$ cat config.mk
export PLATFORM = sky130hd
export DESIGN_NAME = priv_return_unit
export DESIGN_NICKNAME = d
export VERILOG_FILES = /design/src/rtl/priv_return_pkg.sv /design/src/rtl/base_sel_reg.sv /design/src/rtl/ret_guard.sv /design/src/rtl/ret_target_gen.sv /design/src/rtl/priv_return_unit.sv
export SDC_FILE = /design/constraint.sdc
export NUM_CORES = 1
export LEC_CHECK = 0
export BUFFER_PORTS_ARGS = -buffer_cell sky130_fd_sc_hd__buf_2
export CAP_MARGIN = 15
export CORE_MARGIN = 2
export CORE_UTILIZATION = 27
export DETAILED_ROUTE_END_ITERATION = 16
export PLACE_DENSITY_LB_ADDON = 0.12
export SLEW_MARGIN = 30
export SYNTH_ARGS = -nofsm -noshare
export SYNTH_HDL_FRONTEND = slang
export SYNTH_SLANG_ARGS = --single-unit
$ cat constraint.sdc
create_clock -name clk -period 3.3 [get_ports clk]
set_clock_uncertainty 0.2 [all_clocks]
set_input_delay 0.825 -clock clk [delete_from_list [all_inputs] [get_ports clk]]
set_output_delay 0.825 -clock clk [all_outputs]
set_load 0.01 [all_outputs]
$ cat src/rtl/priv_return_pkg.sv
package priv_return_pkg;

    localparam int SEL_W_DEF = 16;
    localparam int PTR_W_DEF = 32;
    localparam int ATTR_W    = 12;
    localparam int CODE_OFS  = 16;
    localparam int STACK_OFS = 24;
    localparam logic [1:0] USER_RING   = 2'd3;
    localparam logic [1:0] KERNEL_RING = 2'd0;

    typedef enum logic [1:0] {
        MODE_REAL  = 2'b00,
        MODE_PROT  = 2'b01,
        MODE_V86   = 2'b10,
        MODE_OTHER = 2'b11
    } op_mode_e;

    typedef enum logic [1:0] {
        CHK_IDLE,
        CHK_PASS,
        CHK_FAULT
    } chk_result_e;

    // Attribute word of a cached descriptor, bit 11 first.
    typedef struct packed {
        logic       gran_page;
        logic       is_code;
        logic [1:0] dpl;
        logic       big;
        logic       exp_down;
        logic       conforming;
        logic       exec;
        logic       write;
        logic       read;
        logic       accessed;
        logic       present;
    } seg_attr_t;

    function automatic seg_attr_t flat_code_attr();
        seg_attr_t a;
        a            = '0;
        a.gran_page  = 1'b1;
        a.is_code    = 1'b1;
        a.dpl        = USER_RING;
        a.big        = 1'b1;
        a.exp_down   = 1'b0;
        a.conforming = 1'b0;
        a.exec       = 1'b1;
        a.write      = 1'b0;
        a.read       = 1'b1;
        a.accessed   = 1'b1;
        a.present    = 1'b1;
        return a;
    endfunction

    function automatic seg_attr_t flat_stack_attr();
        seg_attr_t a;
        a            = '0;
        a.gran_page  = 1'b1;
        a.is_code    = 1'b0;
        a.dpl        = USER_RING;
        a.big        = 1'b1;
        a.exp_down   = 1'b0;
        a.conforming = 1'b0;
        a.exec       = 1'b0;
        a.write      = 1'b1;
        a.read       = 1'b1;
        a.accessed   = 1'b1;
        a.present    = 1'b1;
        return a;
    endfunction

endpackage

$ cat src/rtl/base_sel_reg.sv
module base_sel_reg #(
    parameter int SEL_W = 16
) (
    input  logic             clk,
    input  logic             rst,
    input  logic             we,
    input  logic [SEL_W-1:0] wdata,
    output logic [SEL_W-1:0] q
);
    always_ff @(posedge clk) begin
        if (rst)
            q <= '0;
        else if (we)
            q <= wdata;
    end
endmodule

$ cat src/rtl/ret_guard.sv
module ret_guard
    import priv_return_pkg::*;
#(
    parameter int SEL_W = 16
) (
    input  logic             exec_stb,
    input  logic [1:0]       cpl_in,
    input  logic [1:0]       mode_in,
    input  logic [SEL_W-1:0] base_sel,
    output chk_result_e      result
);
    op_mode_e mode;
    logic     ring_bad;
    logic     mode_bad;
    logic     base_bad;

    always_comb begin
        mode     = op_mode_e'(mode_in);
        ring_bad = (cpl_in != KERNEL_RING);
        mode_bad = (mode == MODE_REAL);
        base_bad = (base_sel == '0);
        if (!exec_stb)
            result = CHK_IDLE;
        else if (ring_bad || mode_bad || base_bad)
            result = CHK_FAULT;
        else
            result = CHK_PASS;
    end
endmodule

$ cat src/rtl/ret_target_gen.sv
module ret_target_gen
    import priv_return_pkg::*;
#(
    parameter int SEL_W = 16,
    parameter int PTR_W = 32,
    localparam int DESC_W = 2*PTR_W + ATTR_W
) (
    input  logic [SEL_W-1:0]  base_sel,
    input  logic [PTR_W-1:0]  edx_in,
    input  logic [PTR_W-1:0]  ecx_in,
    output logic [SEL_W-1:0]  cs_nxt,
    output logic [SEL_W-1:0]  ss_nxt,
    output logic [PTR_W-1:0]  eip_nxt,
    output logic [PTR_W-1:0]  esp_nxt,
    output logic [DESC_W-1:0] cs_desc_nxt,
    output logic [DESC_W-1:0] ss_desc_nxt
);
    localparam int NSEG = 2;

    logic [SEL_W-1:0]  sel_q  [NSEG];
    logic [DESC_W-1:0] desc_q [NSEG];

    for (genvar g = 0; g < NSEG; g++) begin : g_seg
        localparam int        OFS  = (g == 0) ? CODE_OFS : STACK_OFS;
        localparam seg_attr_t ATTR = (g == 0) ? flat_code_attr() : flat_stack_attr();
        logic [SEL_W-1:0] sum;
        always_comb begin
            sum      = base_sel + SEL_W'(OFS);
            sel_q[g] = {sum[SEL_W-1:2], USER_RING};
            desc_q[g] = {{PTR_W{1'b0}}, {PTR_W{1'b1}}, ATTR};
        end
    end

    assign cs_nxt      = sel_q[0];
    assign ss_nxt      = sel_q[1];
    assign cs_desc_nxt = desc_q[0];
    assign ss_desc_nxt = desc_q[1];
    assign eip_nxt     = edx_in;
    assign esp_nxt     = ecx_in;
endmodule

$ cat src/rtl/priv_return_unit.sv
module priv_return_unit
    import priv_return_pkg::*;
#(
    parameter int SEL_W = SEL_W_DEF,
    parameter int PTR_W = PTR_W_DEF,
    localparam int DESC_W = 2*PTR_W + ATTR_W
) (
    input  logic              clk,
    input  logic              rst,
    input  logic              cfg_we,
    input  logic [SEL_W-1:0]  cfg_wdata,
    output logic [SEL_W-1:0]  cfg_rdata,
    input  logic              exec_stb,
    input  logic [1:0]        cpl_in,
    input  logic [1:0]        mode_in,
    input  logic [PTR_W-1:0]  edx_in,
    input  logic [PTR_W-1:0]  ecx_in,
    output logic [SEL_W-1:0]  cs_sel,
    output logic [SEL_W-1:0]  ss_sel,
    output logic [PTR_W-1:0]  eip,
    output logic [PTR_W-1:0]  esp,
    output logic [DESC_W-1:0] cs_desc,
    output logic [DESC_W-1:0] ss_desc,
    output logic [1:0]        cpl_out,
    output logic              done,
    output logic              gp_fault
);
    typedef struct packed {
        logic [SEL_W-1:0]  cs;
        logic [SEL_W-1:0]  ss;
        logic [PTR_W-1:0]  ip;
        logic [PTR_W-1:0]  sp;
        logic [DESC_W-1:0] cs_d;
        logic [DESC_W-1:0] ss_d;
        logic [1:0]        ring;
    } arch_state_t;

    logic [SEL_W-1:0] base_sel;
    chk_result_e      result;
    arch_state_t      st_q;
    arch_state_t      st_nxt;

    base_sel_reg #(.SEL_W(SEL_W)) u_base (
        .clk   (clk),
        .rst   (rst),
        .we    (cfg_we),
        .wdata (cfg_wdata),
        .q     (base_sel)
    );

    ret_guard #(.SEL_W(SEL_W)) u_guard (
        .exec_stb (exec_stb),
        .cpl_in   (cpl_in),
        .mode_in  (mode_in),
        .base_sel (base_sel),
        .result   (result)
    );

    ret_target_gen #(.SEL_W(SEL_W), .PTR_W(PTR_W)) u_gen (
        .base_sel    (base_sel),
        .edx_in      (edx_in),
        .ecx_in      (ecx_in),
        .cs_nxt      (st_nxt.cs),
        .ss_nxt      (st_nxt.ss),
        .eip_nxt     (st_nxt.ip),
        .esp_nxt     (st_nxt.sp),
        .cs_desc_nxt (st_nxt.cs_d),
        .ss_desc_nxt (st_nxt.ss_d)
    );

    assign st_nxt.ring = USER_RING;

    always_ff @(posedge clk) begin
        if (rst) begin
            st_q     <= '0;
            done     <= 1'b0;
            gp_fault <= 1'b0;
        end else begin
            done     <= (result == CHK_PASS);
            gp_fault <= (result == CHK_FAULT);
            if (result == CHK_PASS)
                st_q <= st_nxt;
        end
    end

    assign cfg_rdata = base_sel;
    assign cs_sel    = st_q.cs;
    assign ss_sel    = st_q.ss;
    assign eip       = st_q.ip;
    assign esp       = st_q.sp;
    assign cs_desc   = st_q.cs_d;
    assign ss_desc   = st_q.ss_d;
    assign cpl_out   = st_q.ring;
endmodule

==> flow_metrics.py, run 1 <==
metrics = {
    "outcome": {
        "status": "complete, no violations",
    },
    "cts": {
        "ctsLongestPathBuffers": 2,
        "clk_pin_slew_ns": 0.08,
        "tritoncts": "done",
        "clkLatencyLatePin_ns": 0.35,
        "htreeDepth": 3,
        "ctsResizeCount": 0,
        "cts_setup_buffers": 0,
        "hold_buffers": 0,
        "cts_made_buffers": 9,
        "cts_root_buf": "clkbuf_16",
        "clock-sinks": 110,
    },
    "setup_path": {
        "cp.required_ns": 3.38,
        "cp-start-kind": "register",
        "cp_max_fo": 53,
        "crit_type": "register to register",
        "cp.arrival_ns": 2.61,
        "cp-end-kind": "register",
    },
    "timing": {
        "fin_ws_ns": 0.771,
        "tightest_slew_ns": 0.548,
        "worst_slew_margin_rel": 0.635,
        "fin_crit_ns": 2.53,
        "grt_setup_unrepaired": "no",
        "setup_violations": 0,
        "tns_ns": 0,
        "timing.fmax_mhz": 395,
        "hold_viol": 0,
        "fin_crit_sh": 0.766,
        "drv_slew": 0,
    },
    "yosys": {
        "yosysUniqueCellTypes": 32,
        "syn_area_sq_mm": 0.00572,
        "seq_area_frac_synth": 0.385,
        "ys_seq_elements": 110,
        "async_reset_ff_frac": 0,
        "yosysWarnings": 0,
        "synth_cells": 686,
        "syn_area_per_cell_sq_um": 8.34,
        "ys.flop_type": "dfxtp_1",
        "synth-edff-count": 0,
    },
    "flow_run": {
        "maxCapViolations": 0,
    },
    "place": {
        "portBuffers": 284,
        "dp_hpwl_mm": 12.1,
        "pre_cts_slack_ns": 0.769,
        "dpl_cell_area_sq_mm": 0.00640,
        "gp_congestion": 0.727,
    },
    "pwr": {
        "total_power_mw": 3.08,
        "power_density_mw_per_mm2": 458,
        "p_leak_nw": 3.23,
        "irDropWorstVdd_v": 0.000204,
    },
    "drt": {
        "post_drt_via_cell_ratio": 4.34,
        "routed_wl_mm": 17.2,
        "first_pass_iters": 4,
        "detail_route.wl_per_cell_um": 15.3,
        "drcViolationCount": 0,
        "drt_iter0_markers": 259,
        "vias": 4888,
        "postRouteAntennaNets": 0,
    },
    "global_routing": {
        "antenna_found_initial": 0,
        "grt_max_degree": 87,
        "grtUsageTotal": 0.141,
        "grt-ovfl-total": 0,
        "grt_first_pass_wirelength_mm": 24.8,
        "grt_pass1_vias": 4150,
    },
    "floorplan": {
        "coreArea_sq_mm": 0.0209,
        "die_w_um": 150,
        "initial_core_util": 0.274,
        "io_pins": 356,
        "dieHeight_um": 150,
        "die_area_sq_mm": 0.0224,
        "rows": 53,
    },
    "cells_and_area": {
        "stdcell_area_sq_mm": 0.00673,
        "fin_nets": 937,
        "syn_to_final_growth_pct": 17.7,
        "fin_util": 0.322,
        "drive_gt1_frac": 0.375,
        "diodes": 0,
    },
    "worst_hold_path": {
        "hp-class": "register to register",
    },
}
kinds of logic after synthesis:
group / Yosys count / share of synthesized area
buf+inv: 222 / 0.259
fa+ha+maj: 4 / 0.00875
xor+xnor: 21 / 0.0322
flops: 110 / 0.385
simple gates: 128 / 0.116
compound gates: 184 / 0.170
other cells: 1 / 0.000656
mux: 16 / 0.0280
stage by stage:
step | hold slack, ns | cells
finish | 0.272 | 1125
global route | 0.295 | 1125
CTS | 0.276 | 1125
detailed placement | 0.264 | 1109
global placement | 0.258 | 1109
floorplan | 0.269 | 756
metal layers:
| metal | GRT usage | vias up | routed length (um) | share of wire |
|---|---|---|---|---|
| met5 | 0 | - | 0 | 0 |
| met4 | 0.0414 | 0 | 274 | 0.016 |
| met3 | 0.0360 | 13 | 1140 | 0.066 |
| met2 | 0.228 | 178 | 8270 | 0.48 |
| met1 | 0.186 | 2253 | 7550 | 0.44 |
| li1 | - | 2444 | - | - |
sequential cells by signal, summed over array words and instances (netlist names):
name,count
eip,32
esp,32
ss_sel,13
gp_fault,1
done,1
u_base.q,16
cs_sel,15
path summary, 6_finish.rpt:
kind	startpoint	endpoint	slack (ns)	cells after the start
worst max register to register	u_base.q[4]$_SDFFE_PP0P_	eip[11]$_SDFFE_PP0N_	0.77	7
worst min-delay path	eip[22]$_SDFFE_PP0N_	eip[22]$_SDFFE_PP0N_	0.27	2
worst max-delay path	u_base.q[4]$_SDFFE_PP0P_	eip[11]$_SDFFE_PP0N_	0.77	7
worst min register to register	eip[22]$_SDFFE_PP0N_	eip[22]$_SDFFE_PP0N_	0.27	2
where the power goes:
part           switching, mW  internal, mW
Combinational          0.289         0.173
Clock                  0.578         0.616
Sequential            0.0469          1.38
Total                  0.914          2.17
cell usage in the layout (no fill, tap or decap), drive strengths merged, types with 9 or more instances in the layout:
cell	count
xor2	15
a211oi	21
a21oi	93
clkbuf	9
nor2	22
conb	71
o21ai	70
nand3	77
buf	297
mux2i	16
dfxtp	110
cells in the mapped netlist, drive strengths merged, types with 2 or more instances:
library cell / n / area [sq um]
xnor2: 6 / 52.6
buf: 186 / 1340
inv: 3 / 11.3
o21ai: 70 / 350
nand2: 5 / 18.8
ha: 4 / 50.1
nand3b: 2 / 18.8
and4: 3 / 26.3
nand3: 77 / 385
clkbuf: 33 / 131
mux2i: 16 / 160
nor2: 22 / 85.1
a211oi: 21 / 158
nor4: 3 / 25.0
xor2: 15 / 131
nand4: 6 / 37.5
nor3: 3 / 15.0
a21oi: 93 / 465
dfxtp: 110 / 2200
and3: 3 / 18.8
worst max-delay path: stages, from the launching register on:
cell and delay, ns:
dfxtp_1 0.44, inv_1 0.16, ha_1 0.16, nor4b_1 0.30, and4_2 0.58, buf_12 0.28
o21ai_0 0.12, a21oi_1 0.18
final cells by class:
type                    instances  area [sq um]
flip-flops and latches        110          2200
clock inverters                 7           101
well taps                     275           344
multi-input cells             424          2300
fillers                      2305         14200
clock buffers                   9           225
repair buffers                297          1550
inverters                       3          11.3
Note: power is estimated with default switching activity, not from simulation.
==> run 2, diff against run 1 <==
clock period = 2.3 ns   (was 3.3 ns; I/O delays follow)
==> run 2 against run 1 <==
Total power rose by 42%. Worst hold slack got worse by 0.022 ns. Clock power increased by 36%. Routed wire length down 0.82%. Combinational power increased by 57%. Flip-flop and latch count unchanged. Sequential power increased by 42%. Maximum frequency rose by 27%. Worst setup slack got worse by 0.46 ns. Largest power group unchanged.
==> flow_metrics.py, run 2 (same netlist as run 1, synthesis figures left out) <==
metrics = {
    "cells_and_area": {
        "syn_to_final_growth_pct": 20.8,
        "fin_nets": 951,
        "fin_util": 0.331,
        "mostFrequentLayoutCells": "283 x buf_2, 109 x dfxtp_1, 93 x a21oi_1",
        "final_common_cell": "buf_2",
        "instances_no_fill": 1139,
        "stdcell_area_sq_mm": 0.00691,
        "diodes": 0,
        "drive_gt1_frac": 0.387,
    },
    "cts": {
        "clk_pin_slew_ns": 0.08,
        "cts_root_buf": "clkbuf_16",
        "htreeDepth": 3,
        "cts_setup_buffers": 0,
        "clock-sinks": 110,
        "cts_made_buffers": 9,
        "ctsLongestPathBuffers": 2,
        "clkLatencyLatePin_ns": 0.35,
        "tritoncts": "done",
    },
    "setup_path": {
        "critical-path-slowest-cell": "dfxtp_1",
        "critPathBufInv": 2,
        "cp.arrival_ns": 2.07,
        "worst-r2r-cell-count": 7,
        "cp-start-kind": "register",
        "cp-end-kind": "register",
        "cp.required_ns": 2.39,
        "reg2reg_to": "eip[13]$_SDFFE_PP0N_",
        "worst_path_largest_cell_delay_ns": 0.32,
        "cp_max_fo": 72,
        "crit_type": "register to register",
        "cp_top_family": "simple AND/OR/NAND/NOR gates",
        "worst_r2r_startpoint": "u_base.q[4]$_SDFFE_PP0P_",
        "path_cells": "inv_1, ha_1, nor4b_2, and4_2, buf_12, o21ai_0, a21oi_1",
        "reg2reg_slack_ns": 0.32,
    },
    "pwr": {
        "p_leak_nw": 3.33,
        "total_power_mw": 4.37,
        "irDropWorstVdd_v": 0.000303,
        "power_density_mw_per_mm2": 632,
    },
    "floorplan": {
        "coreArea_sq_mm": 0.0209,
        "dieHeight_um": 150,
        "die_area_sq_mm": 0.0224,
        "initial_core_util": 0.274,
        "die_w_um": 150,
        "io_pins": 356,
        "rows": 53,
    },
    "worst_hold_path": {
        "hold_path_end": "u_base.q[9]$_SDFFE_PP0P_",
        "hp-class": "input port to register",
        "holdPathStages": 3,
        "min_from": "cfg_wdata[9]",
    },
    "place": {
        "dpl_cell_area_sq_mm": 0.00660,
        "pre_cts_slack_ns": 0.195,
        "dp_hpwl_mm": 12.0,
        "dp_cells": 1123,
        "portBuffers": 284,
        "gp_congestion": 0.730,
    },
    "timing": {
        "hold_viol": 0,
        "fin_crit_sh": 0.863,
        "grt_setup_unrepaired": "no",
        "fin_ws_ns": 0.315,
        "fin_crit_ns": 1.98,
        "timing.fmax_mhz": 504,
        "fin_worst_hold_slack_ns": 0.250,
        "tns_ns": 0,
        "drv_slew": 0,
        "setup_violations": 0,
    },
    "drt": {
        "vias": 4939,
        "post_drt_via_cell_ratio": 4.34,
        "detail_route.wl_per_cell_um": 15.0,
        "postRouteAntennaNets": 0,
        "routed_wl_mm": 17.1,
        "drt_iter0_markers": 266,
        "first_pass_iters": 4,
        "drcViolationCount": 0,
    },
    "outcome": {
        "status": "complete, no violations",
    },
    "global_routing": {
        "grt_max_degree": 93,
        "antenna_found_initial": 0,
        "grt_first_pass_wirelength_mm": 25.0,
        "grt-ovfl-total": 0,
        "grtUsageTotal": 0.141,
        "grt_pass1_vias": 4386,
    },
    "flow_run": {
        "maxCapViolations": 0,
    },
}
## run 2: cell type report
| cell class | instances | area, sq um |
|---|---|---|
| well taps | 275 | 344 |
| inverters | 3 | 11.3 |
| flip-flops and latches | 110 | 2200 |
| multi-input cells | 424 | 2300 |
| clock buffers | 9 | 225 |
| repair buffers | 311 | 1740 |
| clock inverters | 7 | 83.8 |
| fillers | 2298 | 14000 |
## run 2: how the worst max path moves through the flow
stage,start,endpoint,slack (ns),cells after the start
6_report,u_base.q[4]$_SDFFE_PP0P_,eip[13]$_SDFFE_PP0N_,0.32,7
5_1_grt,u_base.q[3]$_SDFFE_PP0P_,esp[7]$_SDFFE_PP0N_,0.11,5
4_1_cts,u_base.q[4]$_SDFFE_PP0P_,esp[12]$_SDFFE_PP0N_,0.17,7
3_5_place_dp,u_base.q[4]$_SDFFE_PP0P_,esp[12]$_SDFFE_PP0N_,0.19,7
3_3_place_gp,u_base.q[4]$_SDFFE_PP0P_,esp[29]$_SDFFE_PP0N_,0.24,7
2_1_floorplan,cs_sel[1]$_SDFFE_PP0N_,cpl_out[1],0.19,1
## run 2: power by group
group          switching, mW  internal, mW  leakage [nW]
Sequential            0.0395          1.98         0.896
Clock                  0.836         0.788         0.151
Combinational          0.446         0.279          2.28
## run 2: tightest hold or removal path: stages
cell     delay [ns]
buf_2          0.07
mux2i_1        0.05
nor2_1         0.07
## run 2: layer usage
layer / up-vias / global-route usage / wire [um]
met5: - / 0 / 0
met4: 0 / 0.0433 / 329
met3: 15 / 0.0320 / 1100
met2: 187 / 0.241 / 8360
met1: 2256 / 0.177 / 7300
li1: 2481 / - / -
## run 2: repair_timing
item	in CTS	in global routing
hold buffers	0	0
endpoints found under the setup margin	0	47
resized for setup	0	1
==> run 3, diff against run 2 <==
BUFFER_PORTS_ARGS = not set   (was -buffer_cell sky130_fd_sc_hd__buf_2)
DONT_BUFFER_PORTS = 1   (was not set)
SETUP_SLACK_MARGIN = 0.05   (was not set)
==> run 3 against run 2 <==
First-iteration DRC count decreased by 9.4%. Clock-buffer cell count unchanged. Register-to-register slack lost 0.03 ns. Largest cell class unchanged. Via count is 20% lower. Critical path depth down 6. Flip-flop and latch count stayed put. Maximum frequency down 3.2%. Worst setup slack got worse by 0.065 ns. Combinational power down 40%. Worst hold slack lost 0.18 ns. Total power is 5.1% lower.
==> flow_metrics.py, run 3 (same netlist as run 1, synthesis figures left out) <==
metrics = {
    "setup_path": {
        "cp_max_fo": 52,
        "cp-end-kind": "output port",
        "cp.arrival_ns": 1.28,
        "cp-start-kind": "register",
        "critical-path-slowest-cell": "buf_16",
        "worst-r2r-cell-count": 7,
        "crit_type": "register to output port",
        "cp-endpoint": "cs_desc[16]",
        "cp_num_cells": 1,
        "cp.required_ns": 1.52,
        "cp_top_family": "buffers and inverters",
        "critPathBufInv": 1,
        "worst_r2r_startpoint": "u_base.q[4]$_SDFFE_PP0P_",
        "reg2reg_to": "eip[22]$_SDFFE_PP0N_",
        "path_cells": "buf_16",
        "reg2reg_slack_ns": 0.29,
        "startpoint": "cs_sel[1]$_SDFFE_PP0N_",
        "worst_path_largest_cell_delay_ns": 0.45,
    },
    "cells_and_area": {
        "fin_util": 0.261,
        "fin_nets": 665,
        "mostFrequentLayoutCells": "109 x dfxtp_1, 93 x a21oi_1, 77 x nand3_1",
        "syn_to_final_growth_pct": -4.81,
        "diodes": 0,
        "instances_no_fill": 853,
        "seq_area_sq_mm": 0.00221,
        "stdcell_area_sq_mm": 0.00544,
        "final_common_cell": "dfxtp_1",
        "drive_gt1_frac": 0.0830,
        "multi_input_area_sq_mm": 0.00230,
        "fillers": 2282,
    },
    "cts": {
        "ctsLongestPathBuffers": 2,
        "clk_pin_slew_ns": 0.09,
        "tritoncts": "done",
        "cts_made_buffers": 9,
        "hold_buffers": 0,
        "clkLatencyLatePin_ns": 0.36,
        "clock-sinks": 110,
        "cts_root_buf": "clkbuf_16",
        "htreeDepth": 3,
    },
    "place": {
        "gp_congestion": 0.771,
        "dp_hpwl_mm": 10.7,
        "pre_cts_slack_ns": 0.169,
        "dpl_cell_area_sq_mm": 0.00513,
        "dp_cells": 837,
        "portBuffers": 0,
    },
    "pwr": {
        "p_leak_nw": 1.91,
        "irDropWorstVdd_v": 0.000380,
        "total_power_mw": 4.14,
        "power_density_mw_per_mm2": 761,
    },
    "worst_hold_path": {
        "hp-class": "input port to register",
    },
    "drt": {
        "routed.top_layer": "met4",
        "drcViolationCount": 0,
        "vias": 3972,
        "post_drt_via_cell_ratio": 4.66,
        "wl_met3_mm": 1.28,
        "wl_met2_mm": 7.81,
        "postRouteAntennaNets": 0,
        "detail_route.wl_per_cell_um": 18.1,
        "first_pass_iters": 4,
        "drt_iter0_markers": 241,
        "routed_wl_mm": 15.5,
        "wl_met1_mm": 6.10,
    },
    "timing": {
        "fin_ws_ns": 0.250,
        "hold_viol": 0,
        "tightest_slew_ns": 0.523,
        "fin_crit_sh": 0.891,
        "setup_violations": 0,
        "worst_slew_margin_rel": 0.654,
        "fin_worst_hold_slack_ns": 0.0696,
        "timing.fmax_mhz": 488,
        "tns_ns": 0,
        "grt_setup_unrepaired": "no",
        "drv_slew": 0,
        "fin_crit_ns": 2.05,
    },
    "floorplan": {
        "die_area_sq_mm": 0.0224,
        "initial_core_util": 0.274,
        "rows": 53,
        "dieHeight_um": 150,
        "io_pins": 356,
        "coreArea_sq_mm": 0.0209,
        "die_w_um": 150,
    },
    "global_routing": {
        "grt_max_degree": 111,
        "grt_pass1_vias": 3541,
        "grt-ovfl-total": 0,
        "grt_first_pass_wirelength_mm": 22.0,
        "grtUsageTotal": 0.128,
        "antenna_found_initial": 0,
    },
    "outcome": {
        "status": "complete, no violations",
    },
    "flow_run": {
        "maxCapViolations": 0,
    },
}
==> run 3: changes by cell type in the layout (fill, tap and decap cells not counted), sizes merged <==
| cell | delta |
|---|---|
| clkinvlp | +1 |
| clkinv | -1 |
| buf | -286 |
==> run 3: timing repair <==
item / in CTS / in global routing
endpoints found under the setup margin: 0 / 83
resized for setup: 0 / 1
setup buffers: 0 / 0
==> run 3: worst min-delay path by stage <==
stage	slack, ns	depth (start not counted)	startpoint	end
final	0.07	1	rst	esp[18]$_SDFFE_PP0N_
after global routing	0.05	1	rst	eip[25]$_SDFFE_PP0N_
after CTS	0.05	1	rst	eip[25]$_SDFFE_PP0N_
after detailed placement	0.31	2	eip[0]$_SDFFE_PP0N_	eip[0]$_SDFFE_PP0N_
after global placement	0.30	2	eip[13]$_SDFFE_PP0N_	eip[13]$_SDFFE_PP0N_
after floorplan	0.27	2	u_base.q[2]$_SDFFE_PP0P_	cs_sel[2]$_SDFFE_PP0N_
==> run 3: cell type report <==
type / count / share of cell area
clock buffer: 9 / 0.0414
clock inverter: 7 / 0.0152
inverter: 3 / 0.00207
multi-input combinational: 424 / 0.423
sequential: 110 / 0.405
tap: 275 / 0.0632
timing repair buffer: 25 / 0.0496
==> run 3: report_power, final <==
group / switching (mW) / internal [mW] / leakage, nW
registers: 0.0870 / 1.98 / 0.896
logic: 0.305 / 0.130 / 0.865
clock network: 0.856 / 0.787 / 0.148
==> run 3: per-layer routing <==
layer | up-vias | track usage
met5 | - | 0
met4 | 0 | 0.0414
met3 | 12 | 0.0412
li1 | 1907 | -
met2 | 153 | 0.216
met1 | 1900 | 0.152
